===== config.mk =====
export PLATFORM = sky130hd
export DESIGN_NAME = serial_front_ctl
export DESIGN_NICKNAME = d
export VERILOG_FILES = /design/src/rtl/sfe_pkg.sv /design/src/rtl/sfe_decode.sv /design/src/rtl/sfe_cfg_regs.sv /design/src/rtl/sfe_events.sv /design/src/rtl/serial_front_ctl.sv
export SDC_FILE = /design/constraint.sdc
export NUM_CORES = 1
export LEC_CHECK = 0
export BUFFER_PORTS_ARGS = -buffer_cell sky130_fd_sc_hd__buf_2
export CAP_MARGIN = 20
export CORE_MARGIN = 2
export CORE_UTILIZATION = 56
export DETAILED_ROUTE_END_ITERATION = 12
export PLACE_DENSITY = 0.79
export SYNTH_ARGS = -nofsm -noshare
export SYNTH_HDL_FRONTEND = slang
export SYNTH_HIERARCHICAL = 1
export SYNTH_SLANG_ARGS = --single-unit
export TNS_END_PERCENT = 1

===== constraint.sdc =====
create_clock -name clk -period 2.98 [get_ports clk]
set_clock_uncertainty 0.2 [all_clocks]
set_input_delay 0.894 -clock clk [delete_from_list [all_inputs] [get_ports clk]]
set_output_delay 0.894 -clock clk [all_outputs]
set_load 0.02 [all_outputs]

===== src/rtl/sfe_pkg.sv =====
package sfe_pkg;
  // word indexes (order is the register map)
  localparam int IDX_DATA  = 0;
  localparam int IDX_DIV   = 1;
  localparam int IDX_STAT  = 2;
  localparam int IDX_CTRL  = 3;
  localparam int IDX_DBG   = 4;
  localparam int NUM_WORDS = 5;

  // status bit positions
  localparam int ST_THRE = 0;
  localparam int ST_RXEV = 1;
  localparam int ST_TXEV = 2;

  // control bit positions
  localparam int CT_RXIE = 0;
  localparam int CT_TXIE = 1;

  // stored-only words: slot order inside the config bank
  localparam int CFG_DIV  = 0;
  localparam int CFG_CTRL = 1;
  localparam int CFG_DBG  = 2;
  localparam int NUM_CFG  = 3;
endpackage


===== src/rtl/sfe_decode.sv =====
module sfe_decode
  import sfe_pkg::*;
#(
  parameter int IDX_W = 6
) (
  input  logic                 clk,
  input  logic                 rst,
  input  logic                 bus_wr,
  input  logic                 bus_rd,
  input  logic [IDX_W-1:0]     widx,
  output logic [NUM_WORDS-1:0] wr_sel,
  output logic                 hit,
  output logic                 err
);
  assign hit = (widx < IDX_W'(NUM_WORDS));

  for (genvar i = 0; i < NUM_WORDS; i++) begin : g_sel
    assign wr_sel[i] = bus_wr && (widx == IDX_W'(i));
  end

  always_ff @(posedge clk) begin
    if (rst) err <= 1'b0;
    else     err <= (bus_wr || bus_rd) && !hit;
  end

  // at most one register is written per cycle
  assert_onehot_sel_R2: assert property (@(posedge clk) disable iff (rst)
    $onehot0(wr_sel));
endmodule


===== src/rtl/sfe_cfg_regs.sv =====
module sfe_cfg_regs #(
  parameter int DATA_W = 32,
  parameter int N      = 3
) (
  input  logic                       clk,
  input  logic                       rst,
  input  logic [N-1:0]               we,
  input  logic [DATA_W-1:0]          wdata,
  output logic [N-1:0][DATA_W-1:0]   q
);
  for (genvar i = 0; i < N; i++) begin : g_word
    always_ff @(posedge clk) begin
      if (rst)       q[i] <= '0;
      else if (we[i]) q[i] <= wdata;
    end

    // an unwritten word keeps its value
    assert_cfg_keep_R3: assert property (@(posedge clk) disable iff (rst)
      !we[i] |=> $stable(q[i]));
  end
endmodule


===== src/rtl/sfe_events.sv =====
module sfe_events #(
  parameter int BYTE_W = 8
) (
  input  logic              clk,
  input  logic              rst,
  input  logic              data_we,
  input  logic              stat_we,
  input  logic [BYTE_W-1:0] wbyte,
  input  logic              clr_rx,
  input  logic              clr_tx,
  input  logic              rx_valid,
  input  logic [BYTE_W-1:0] rx_data,
  output logic              rx_ready,
  output logic              tx_valid,
  input  logic              tx_ready,
  output logic [BYTE_W-1:0] tx_data,
  input  logic              rx_ie,
  input  logic              tx_ie,
  output logic              rx_evt,
  output logic              tx_evt,
  output logic [BYTE_W-1:0] rx_byte,
  output logic              irq
);
  logic rx_take;

  assign rx_ready = !rx_evt;
  assign rx_take  = rx_valid && !rx_evt;

  always_ff @(posedge clk) begin
    if (rst) begin
      rx_evt  <= 1'b0;
      tx_evt  <= 1'b0;
      rx_byte <= '0;
    end else begin
      // a new event outranks a same-cycle clear
      if (rx_take)               rx_evt <= 1'b1;
      else if (stat_we && clr_rx) rx_evt <= 1'b0;
      if (data_we)               tx_evt <= 1'b1;
      else if (stat_we && clr_tx) tx_evt <= 1'b0;
      if (rx_take)               rx_byte <= rx_data;
    end
  end

  always_ff @(posedge clk) begin
    if (rst) begin
      tx_valid <= 1'b0;
      tx_data  <= '0;
    end else if (data_we) begin
      tx_valid <= 1'b1;
      tx_data  <= wbyte;
    end else if (tx_ready) begin
      tx_valid <= 1'b0;
    end
  end

  always_ff @(posedge clk) begin
    if (rst) irq <= 1'b0;
    else     irq <= (rx_ie && rx_evt) || (tx_ie && tx_evt);
  end

  assert_tx_hold_R4: assert property (@(posedge clk) disable iff (rst)
    tx_valid && !tx_ready && !data_we |=> tx_valid && $stable(tx_data));
  assert_tx_evt_R4: assert property (@(posedge clk) disable iff (rst)
    data_we |=> tx_evt);
  assert_rx_capture_R5: assert property (@(posedge clk) disable iff (rst)
    rx_valid && rx_ready |=> rx_evt && (rx_byte == $past(rx_data)));
  assert_rx_hold_R6: assert property (@(posedge clk) disable iff (rst)
    rx_evt |=> $stable(rx_byte));
  assert_set_wins_R8: assert property (@(posedge clk) disable iff (rst)
    rx_valid && rx_ready && stat_we && clr_rx |=> rx_evt);
endmodule


===== src/rtl/serial_front_ctl.sv =====
module serial_front_ctl
  import sfe_pkg::*;
#(
  parameter int ADDR_W = 8,
  parameter int DATA_W = 32,
  parameter int BYTE_W = 8
) (
  input  logic              clk,
  input  logic              rst,
  input  logic              bus_wr,
  input  logic              bus_rd,
  input  logic [ADDR_W-1:0] bus_addr,
  input  logic [DATA_W-1:0] bus_wdata,
  output logic [DATA_W-1:0] bus_rdata,
  output logic              bus_err,
  output logic              tx_valid,
  input  logic              tx_ready,
  output logic [BYTE_W-1:0] tx_data,
  input  logic              rx_valid,
  output logic              rx_ready,
  input  logic [BYTE_W-1:0] rx_data,
  output logic              irq
);
  localparam int IDX_W = ADDR_W - 2;

  logic [IDX_W-1:0]                widx;
  logic [NUM_WORDS-1:0]            wr_sel;
  logic                            hit;
  logic [NUM_CFG-1:0]              cfg_we;
  logic [NUM_CFG-1:0][DATA_W-1:0]  cfg_q;
  logic                            rx_evt, tx_evt;
  logic [BYTE_W-1:0]               rx_byte;
  logic [DATA_W-1:0]               rd_mux;
  logic                            unused_lsb;

  assign widx       = bus_addr[ADDR_W-1:2];
  assign unused_lsb = ^bus_addr[1:0];

  sfe_decode #(.IDX_W(IDX_W)) u_decode (
    .clk(clk), .rst(rst), .bus_wr(bus_wr), .bus_rd(bus_rd),
    .widx(widx), .wr_sel(wr_sel), .hit(hit), .err(bus_err)
  );

  assign cfg_we[CFG_DIV]  = wr_sel[IDX_DIV];
  assign cfg_we[CFG_CTRL] = wr_sel[IDX_CTRL];
  assign cfg_we[CFG_DBG]  = wr_sel[IDX_DBG];

  sfe_cfg_regs #(.DATA_W(DATA_W), .N(NUM_CFG)) u_cfg (
    .clk(clk), .rst(rst), .we(cfg_we), .wdata(bus_wdata), .q(cfg_q)
  );

  sfe_events #(.BYTE_W(BYTE_W)) u_events (
    .clk(clk), .rst(rst),
    .data_we(wr_sel[IDX_DATA]), .stat_we(wr_sel[IDX_STAT]),
    .wbyte(bus_wdata[BYTE_W-1:0]),
    .clr_rx(bus_wdata[ST_RXEV]), .clr_tx(bus_wdata[ST_TXEV]),
    .rx_valid(rx_valid), .rx_data(rx_data), .rx_ready(rx_ready),
    .tx_valid(tx_valid), .tx_ready(tx_ready), .tx_data(tx_data),
    .rx_ie(cfg_q[CFG_CTRL][CT_RXIE]), .tx_ie(cfg_q[CFG_CTRL][CT_TXIE]),
    .rx_evt(rx_evt), .tx_evt(tx_evt), .rx_byte(rx_byte), .irq(irq)
  );

  always_comb begin
    rd_mux = '0;
    case (widx)
      IDX_W'(IDX_DATA): rd_mux = DATA_W'(rx_byte);
      IDX_W'(IDX_DIV):  rd_mux = cfg_q[CFG_DIV];
      IDX_W'(IDX_STAT): begin
        rd_mux[ST_THRE] = 1'b1;
        rd_mux[ST_RXEV] = rx_evt;
        rd_mux[ST_TXEV] = tx_evt;
      end
      IDX_W'(IDX_CTRL): rd_mux = cfg_q[CFG_CTRL];
      IDX_W'(IDX_DBG):  rd_mux = cfg_q[CFG_DBG];
      default:          rd_mux = '0;
    endcase
  end

  always_ff @(posedge clk) begin
    if (rst)         bus_rdata <= '0;
    else if (bus_rd) bus_rdata <= hit ? rd_mux : '0;
  end

  assert_thre_R7: assert property (@(posedge clk) disable iff (rst)
    bus_rd && (widx == IDX_W'(IDX_STAT)) |=> bus_rdata[ST_THRE]);
  assert_rd_unimpl_R11: assert property (@(posedge clk) disable iff (rst)
    bus_rd && !hit |=> (bus_rdata == '0) && bus_err);
  assert_irq_rx_R9: assert property (@(posedge clk) disable iff (rst)
    cfg_q[CFG_CTRL][CT_RXIE] && rx_evt |=> irq);
  assert_irq_low_R9: assert property (@(posedge clk) disable iff (rst)
    !rx_evt && !tx_evt |=> !irq);
  assert_rd_hold_R10: assert property (@(posedge clk) disable iff (rst)
    !bus_rd |=> $stable(bus_rdata));
endmodule


==> flow_summary.json, run 1 <==
{
  "status": "completed",
  "syn_area_um2": 6110,
  "dr.pass1.iters": 4,
  "max_freq_mhz": 411,
  "synth-seq-area-share": 0.488,
  "synthMuxAreaShare": 0.195,
  "r2r_setup_slack_ns": 1.76,
  "cp-start-kind": "input port",
  "final_cells": 810,
  "path_delay_family": "simple AND/OR/NAND/NOR gates",
  "yosys_warnings": 6,
  "grt-ovfl-total": 0,
  "synth-edff-count": 0,
  "yosys.area.top_type": "dfxtp_1",
  "grt_pass1_vias": 4710,
  "gp_congestion": 0.829,
  "synth_simple_gate_area_share": 0.129,
  "crit_fanout": 32,
  "post_synth.cell_area_avg_um2": 10.6,
  "antenna_found_initial": 0,
  "critPathSlowestCell": "or4b_4",
  "grt_start_max_net_pins": 105,
  "grt_setup_unrepaired": "false",
  "place_inst": 780,
  "slew_headroom": 0.630,
  "yosysMostFrequentCell": "dfxtp_1",
  "hold_buffers": 0,
  "cts_setup_buffers": 0,
  "hpwl_um": 8770,
  "clk_latency_ns": 0.52,
  "ys_top_cells_by_count": "149 x dfxtp_1, 119 x mux2i_1, 110 x nor2_1",
  "syn_to_final_growth_pct": 15.0,
  "ios": 98,
  "max_cap_violations": 0,
  "min_path_cells": 2,
  "drive_above_1_share": 0.218,
  "clk_pin_slew_ns": 0.06,
  "end_kind": "flip-flop",
  "postRouteAntennaNets": 0,
  "peakVddDrop_v": 0.000310,
  "critPathBufInv": 2,
  "ys_top_cells_by_area": "dfxtp_1 49%, mux2i_1 19%, nor2_1 6.8%",
  "synth_top_family_by_area": "multiplexers",
  "crit_chain": "buf_2 > or4b_4 > nor4b_4 > buf_12 > mux2i_1 > nor2_1",
  "synth_compound_area_frac": 0.110,
  "cts_buffer_depth": 2,
  "drc": 0,
  "ys_ff_latch": 149,
  "arrival_ns": 2.62,
  "min_period_ns": 2.43,
  "timing.rr.end": "u_events/rx_byte[4]$_SDFFE_PP0P_",
  "setup_viol": 0,
  "busiest_layer": "met2",
  "min_to": "bus_rdata[0]$_SDFFE_PP0P_",
  "slew_violations": 0,
  "core.rowCount": 38,
  "postSynth.asyncResetShare": 0,
  "first_iter_violations": 241,
  "cts_tree": "done",
  "synth_top_area_share": 0.488,
  "synthesis.nets": 628,
  "min-delay-start": "bus_rdata[0]$_SDFFE_PP0P_",
  "root_buffer": "clkbuf_8",
  "synthAdderAreaFrac": 0,
  "die_h_um": 108,
  "synth.distinct_cells": 39,
  "met2_usage": 0.438,
  "wl_um": 13900,
  "cts.sinks": 149,
  "die_x_um": 108,
  "report.final.hold_viol_count": 0,
  "fp.dieArea_um2": 11800,
  "vias": 4557,
  "leakagePower_nw": 2.61,
  "cpPeakStageDelay_ns": 0.60,
  "grt_usage": 0.243,
  "ctsResizeCount": 0,
  "diodes": 0,
  "hold_path_class": "reg2reg",
  "grt_pass1_wl_um": 22300,
  "core_um2": 10700,
  "avgViaCountPerCell": 5.63,
  "required_ns": 3.17,
  "setup_tns_ns": 0,
  "synthXorXnorAreaFrac": 0,
  "p_per_area_nw_per_um2": 583,
  "crit_type": "in2reg",
  "initial_core_util": 0.569,
  "met3_usage": 0.0555,
  "finalCritPeriodShare": 0.817,
  "numCtsBuffers": 17,
  "portBuffers": 95,
  "reg2reg_from": "u_events/rx_evt$_SDFFE_PP0P_",
  "met1_usage": 0.280,
  "wl_per_cell_um": 17.2,
  "htree_num_levels": 4,
  "nets": 713,
  "synthCells": 574,
  "worstRegToRegCells": 2,
  "ys.flop_type": "dfxtp_1",
  "worst_pin_slew_ns": 0.547
}
worst max path at each step:
stage	startpoint	to	slack [ns]	cells after the start
floorplan	bus_addr[7]	u_cfg/q[0]$_SDFFE_PP0P_	0.37	6
global placement	bus_addr[7]	u_cfg/q[11]$_SDFFE_PP0P_	0.11	6
detailed placement	bus_addr[7]	u_cfg/q[6]$_SDFFE_PP0P_	0.05	6
CTS	u_events/rx_evt$_SDFFE_PP0P_	rx_ready	0.58	2
global route	bus_addr[7]	u_cfg/q[5]$_SDFFE_PP0P_	0.48	6
finish	bus_addr[7]	u_cfg/q[66]$_SDFFE_PP0P_	0.55	6
area by class of cell:
class / instances / area (µm²)
clock buffers: 22 / 443
fillers: 879 / 3720
repair buffers: 109 / 658
multi-input cells: 379 / 2680
flip-flops and latches: 149 / 2980
inverters: 3 / 11.3
clock inverters: 8 / 78.8
well taps: 140 / 175
through the flow:
step           cell area, µm²   util  hold WS, ns  power [W]  setup slack, ns
6_report                 7030  0.654        0.265    0.00410            0.546
3_5_place_dp             6510  0.606        0.256    0.00224           0.0524
5_1_grt                  7030  0.654        0.298    0.00424            0.483
4_1_cts                  7030  0.654        0.270    0.00413            0.578
3_3_place_gp             6510  0.606        0.243    0.00223            0.108
2_1_floorplan            6110      -        0.241    0.00216            0.366
report_power, final:
part / internal (W) / switching [W]
Combinational: 0.0000698 / 0.000109
Clock: 0.00112 / 0.000785
Sequential: 0.00201 / 0.0000103
worst reg2reg max path: cells and delay by family, from the launching register on:
family	cells	cell delay, ns
DFF	1	0.53
and+or+nand+nor	1	0.28
AOI/OAI and AO/OA	1	0.14
registers in the layout, indices dropped and copies added, names as in the netlist:
register and flops:
u_events/rx_byte 8, u_events/tx_data 8, u_events/tx_valid 1, u_events/irq 1, u_cfg/q 96, u_decode/err 1, bus_rdata 32, u_events/tx_evt 1
u_events/rx_evt 1
cell usage in the layout (no fill, tap or decap), drive strengths merged, types with 3 or more instances in the layout:
master / instances
clkinv: 5
clkbuf: 22
nor4b: 4
o221ai: 5
buf: 109
nand2b: 9
a22oi: 49
nor3: 4
dfxtp: 149
and3: 3
nand2: 10
o21ai: 36
mux2i: 119
inv: 4
nand4bb: 8
nor2: 110
kinds of logic (layout without fill, tap and decap cells):
kind of cell           count (synthesis)  count (layout)
multiplexers                         119             119
AND/OR/NAND/NOR                      160             160
flip-flops                           149             149
buffers and inverters                 46             142
AO/OA/AOI/OAI                        100             100
per-layer routing:
layer,vias up,wire length [µm],part of all wire
met5,-,0,0
met4,0,171,0.012
met3,15,829,0.060
met2,141,7040,0.51
met1,2198,5850,0.42
li1,2203,-,-
No activity file was read; power rests on OpenSTA's default activity.
==> run 2: changes to the inputs <==
--- a/config.mk
+++ b/config.mk
@@ -5,10 +5,11 @@
 export SDC_FILE = /design/constraint.sdc
 export NUM_CORES = 1
 export LEC_CHECK = 0
+export ABC_AREA = 1
 export BUFFER_PORTS_ARGS = -buffer_cell sky130_fd_sc_hd__buf_2
 export CAP_MARGIN = 20
 export CORE_MARGIN = 2
-export CORE_UTILIZATION = 56
+export CORE_UTILIZATION = 57
 export DETAILED_ROUTE_END_ITERATION = 12
 export PLACE_DENSITY = 0.79
 export SYNTH_ARGS = -nofsm -noshare
==> constraint.sdc (replaced) <==
create_clock -name clk -period 2.4 [get_ports clk]
set_clock_uncertainty 0.2 [all_clocks]
set_input_delay 0.72 -clock clk [delete_from_list [all_inputs] [get_ports clk]]
set_output_delay 0.72 -clock clk [all_outputs]
set_load 0.02 [all_outputs]
==> run 2 against run 1 <==
Global-route usage increased by 0.96 points. Synthesized cell count increased by 75%. Sequential share of layout area is 5.8 points lower. Sequential cell count is the same. Register-to-register slack lost 0.57 ns. Critical endpoint is now rx_ready. Sequential power rose by 25%. Combinational power increased by 99%. Routed wire length is 14% higher. First-iteration DRC count up 82%. Non-clock buffer count is 5 higher. Via count up 37%.
==> flow_summary.json, run 2 <==
{
  "max_cap_violations": 0,
  "yosys_warnings": 6,
  "gp_congestion": 0.843,
  "clk_pin_slew_ns": 0.06,
  "leakagePower_nw": 3.54,
  "finalCritPeriodShare": 0.905,
  "ys_top_cells_by_area": "dfxtp_1 43%, nand2_1 16%, nor2_1 12%",
  "end_kind": "output pin",
  "grt_pass1_wl_um": 26300,
  "grt_start_max_net_pins": 65,
  "syn_area_um2": 7010,
  "dp_slack_ns": 0.0979,
  "synth-seq-area-share": 0.426,
  "hold_path_class": "reg2reg",
  "cp-start-kind": "flip-flop",
  "core_um2": 12000,
  "p_comb_frac": 0.063,
  "diodes": 0,
  "drc": 0,
  "min_period_ns": 2.17,
  "wl_per_cell_um": 12.7,
  "arrival_ns": 1.25,
  "synth.distinct_cells": 28,
  "ios": 98,
  "report.final.hold_viol_count": 0,
  "cts_setup_buffers": 0,
  "finalPower_w": 0.00563,
  "numCtsBuffers": 17,
  "grt_setup_unrepaired": "false",
  "cts.sinks": 149,
  "slew_violations": 0,
  "power.clock.fraction": 0.490,
  "synth_top_area_share": 0.426,
  "grt_usage": 0.253,
  "first_iter_violations": 438,
  "intPower_w": 0.00434,
  "crit_type": "reg2out",
  "hold_buffers": 0,
  "die_h_um": 115,
  "status": "completed",
  "synthCells": 1007,
  "cts_buffer_depth": 2,
  "r2r_setup_slack_ns": 1.19,
  "ys_top_cells_by_count": "296 x nand2_1, 217 x nor2_1, 149 x dfxtp_1",
  "largest_reg_flops": 96,
  "nets": 1140,
  "required_ns": 1.48,
  "grt_pass1_vias": 5619,
  "synth-edff-count": 0,
  "slew_headroom": 0.687,
  "max_freq_mhz": 460,
  "yosys.area.top_type": "dfxtp_1",
  "cts_tree": "done",
  "drive_above_1_share": 0.246,
  "setup_tns_ns": 0,
  "worst_pin_slew_ns": 0.469,
  "antenna_found_initial": 0,
  "avgViaCountPerCell": 5.00,
  "switching_power_w": 0.00129,
  "critPathLaunch": "u_events/rx_evt$_SDFFE_PP0P_",
  "min-delay-start": "u_events/tx_valid$_SDFFE_PP0P_",
  "wl_um": 15900,
  "setup_viol": 0,
  "pwr-share-seq": 0.447,
  "hpwl_um": 10000,
  "power_switching_share": 0.229,
  "synthesis.nets": 1061,
  "ys_ff_latch": 149,
  "root_buffer": "clkbuf_16",
  "p_per_area_nw_per_um2": 691,
  "place_area_um2": 7530,
  "portBuffers": 95,
  "ctsResizeCount": 0,
  "postRouteAntennaNets": 0,
  "htree_num_levels": 4,
  "post_synth.cell_area_avg_um2": 6.96,
  "die_x_um": 115,
  "stdcell_area_um2": 8150,
  "peakVddDrop_v": 0.000367,
  "fp.dieArea_um2": 13200,
  "setup_ws_ns": 0.227,
  "clk_latency_ns": 0.43,
  "vias": 6224,
  "mostFrequentLayoutCells": "296 x nand2_1, 214 x nor2_1, 149 x dfxtp_1, 95 x buf_2, 65 x inv_1",
  "ys.flop_type": "dfxtp_1",
  "syn_to_final_growth_pct": 16.3,
  "yosysMostFrequentCell": "nand2_1",
  "dr.pass1.iters": 5,
  "final_common_cell": "nand2_1",
  "core.rowCount": 40,
  "crit_fanout": 10,
  "timing.rr.end": "bus_rdata[5]$_SDFFE_PP0P_",
  "grt-ovfl-total": 0,
  "top_register": "u_cfg/q",
  "reg_top3": "u_cfg/q (96), bus_rdata (32)",
  "crit_end": "rx_ready",
  "initial_core_util": 0.584,
  "postLayoutCoreUtil": 0.679,
  "postSynth.asyncResetShare": 0,
  "worstRegToRegCells": 6,
  "reg2reg_from": "u_cfg/q[69]$_SDFFE_PP0P_"
}
## run 2: through the flow
step | std cells | hold WS, ns
3_3_place_gp | 1214 | 0.248
2_1_floorplan | 1007 | 0.239
6_report | 1246 | 0.256
3_5_place_dp | 1214 | 0.247
5_1_grt | 1246 | 0.284
4_1_cts | 1246 | 0.256
## run 2: cells by family (layout without fill, tap and decap cells)
family | after synthesis | after routing | synth area share
AO/OA/AOI/OAI | 53 | 53 | 0.0512
flip-flops | 149 | 149 | 0.426
AND/OR/NAND/NOR | 678 | 678 | 0.424
buffers and inverters | 127 | 219 | 0.0996
## run 2: final cells by class
type / count / area [µm²]
clock inverters: 11 / 146
multi-input cells: 731 / 3350
well taps: 147 / 184
clock buffers: 21 / 470
fillers: 1054 / 3860
flip-flops and latches: 149 / 2980
inverters: 73 / 285
repair buffers: 114 / 731
## run 2: per-layer routing
layer | vias up | part of all wire | track usage
met5 | - | 0 | 0
met4 | 0 | 0.019 | 0.0988
met3 | 21 | 0.057 | 0.0622
met2 | 165 | 0.46 | 0.402
met1 | 2803 | 0.47 | 0.334
li1 | 3235 | - | -
## run 2: how the worst min path moves through the flow
stage | endpoint | slack (ns) | cells past startpoint
final | u_events/tx_valid$_SDFFE_PP0P_ | 0.26 | 2
after global routing | bus_rdata[25]$_SDFFE_PP0P_ | 0.28 | 2
after CTS | u_events/tx_valid$_SDFFE_PP0P_ | 0.26 | 2
after detailed placement | u_events/tx_valid$_SDFFE_PP0P_ | 0.25 | 2
after global placement | u_events/tx_valid$_SDFFE_PP0P_ | 0.25 | 2
after floorplan | u_events/irq$_SDFF_PP0_ | 0.24 | 2
## run 2: power groups by stage
stage,Clock (W),Sequential (W),Combinational (W)
final,0.00276,0.00252,0.000356
after global routing,0.00289,0.00252,0.000393
after CTS,0.00278,0.00252,0.000356
after detailed placement,0,0.00257,0.000354
after global placement,0,0.00257,0.000349
after floorplan,0,0.00257,0.000250
## run 2: worst max-delay path, stage by stage (launching register included)
cell and delay [ns]:
dfxtp_1 0.48, inv_2 0.15, buf_2 0.19
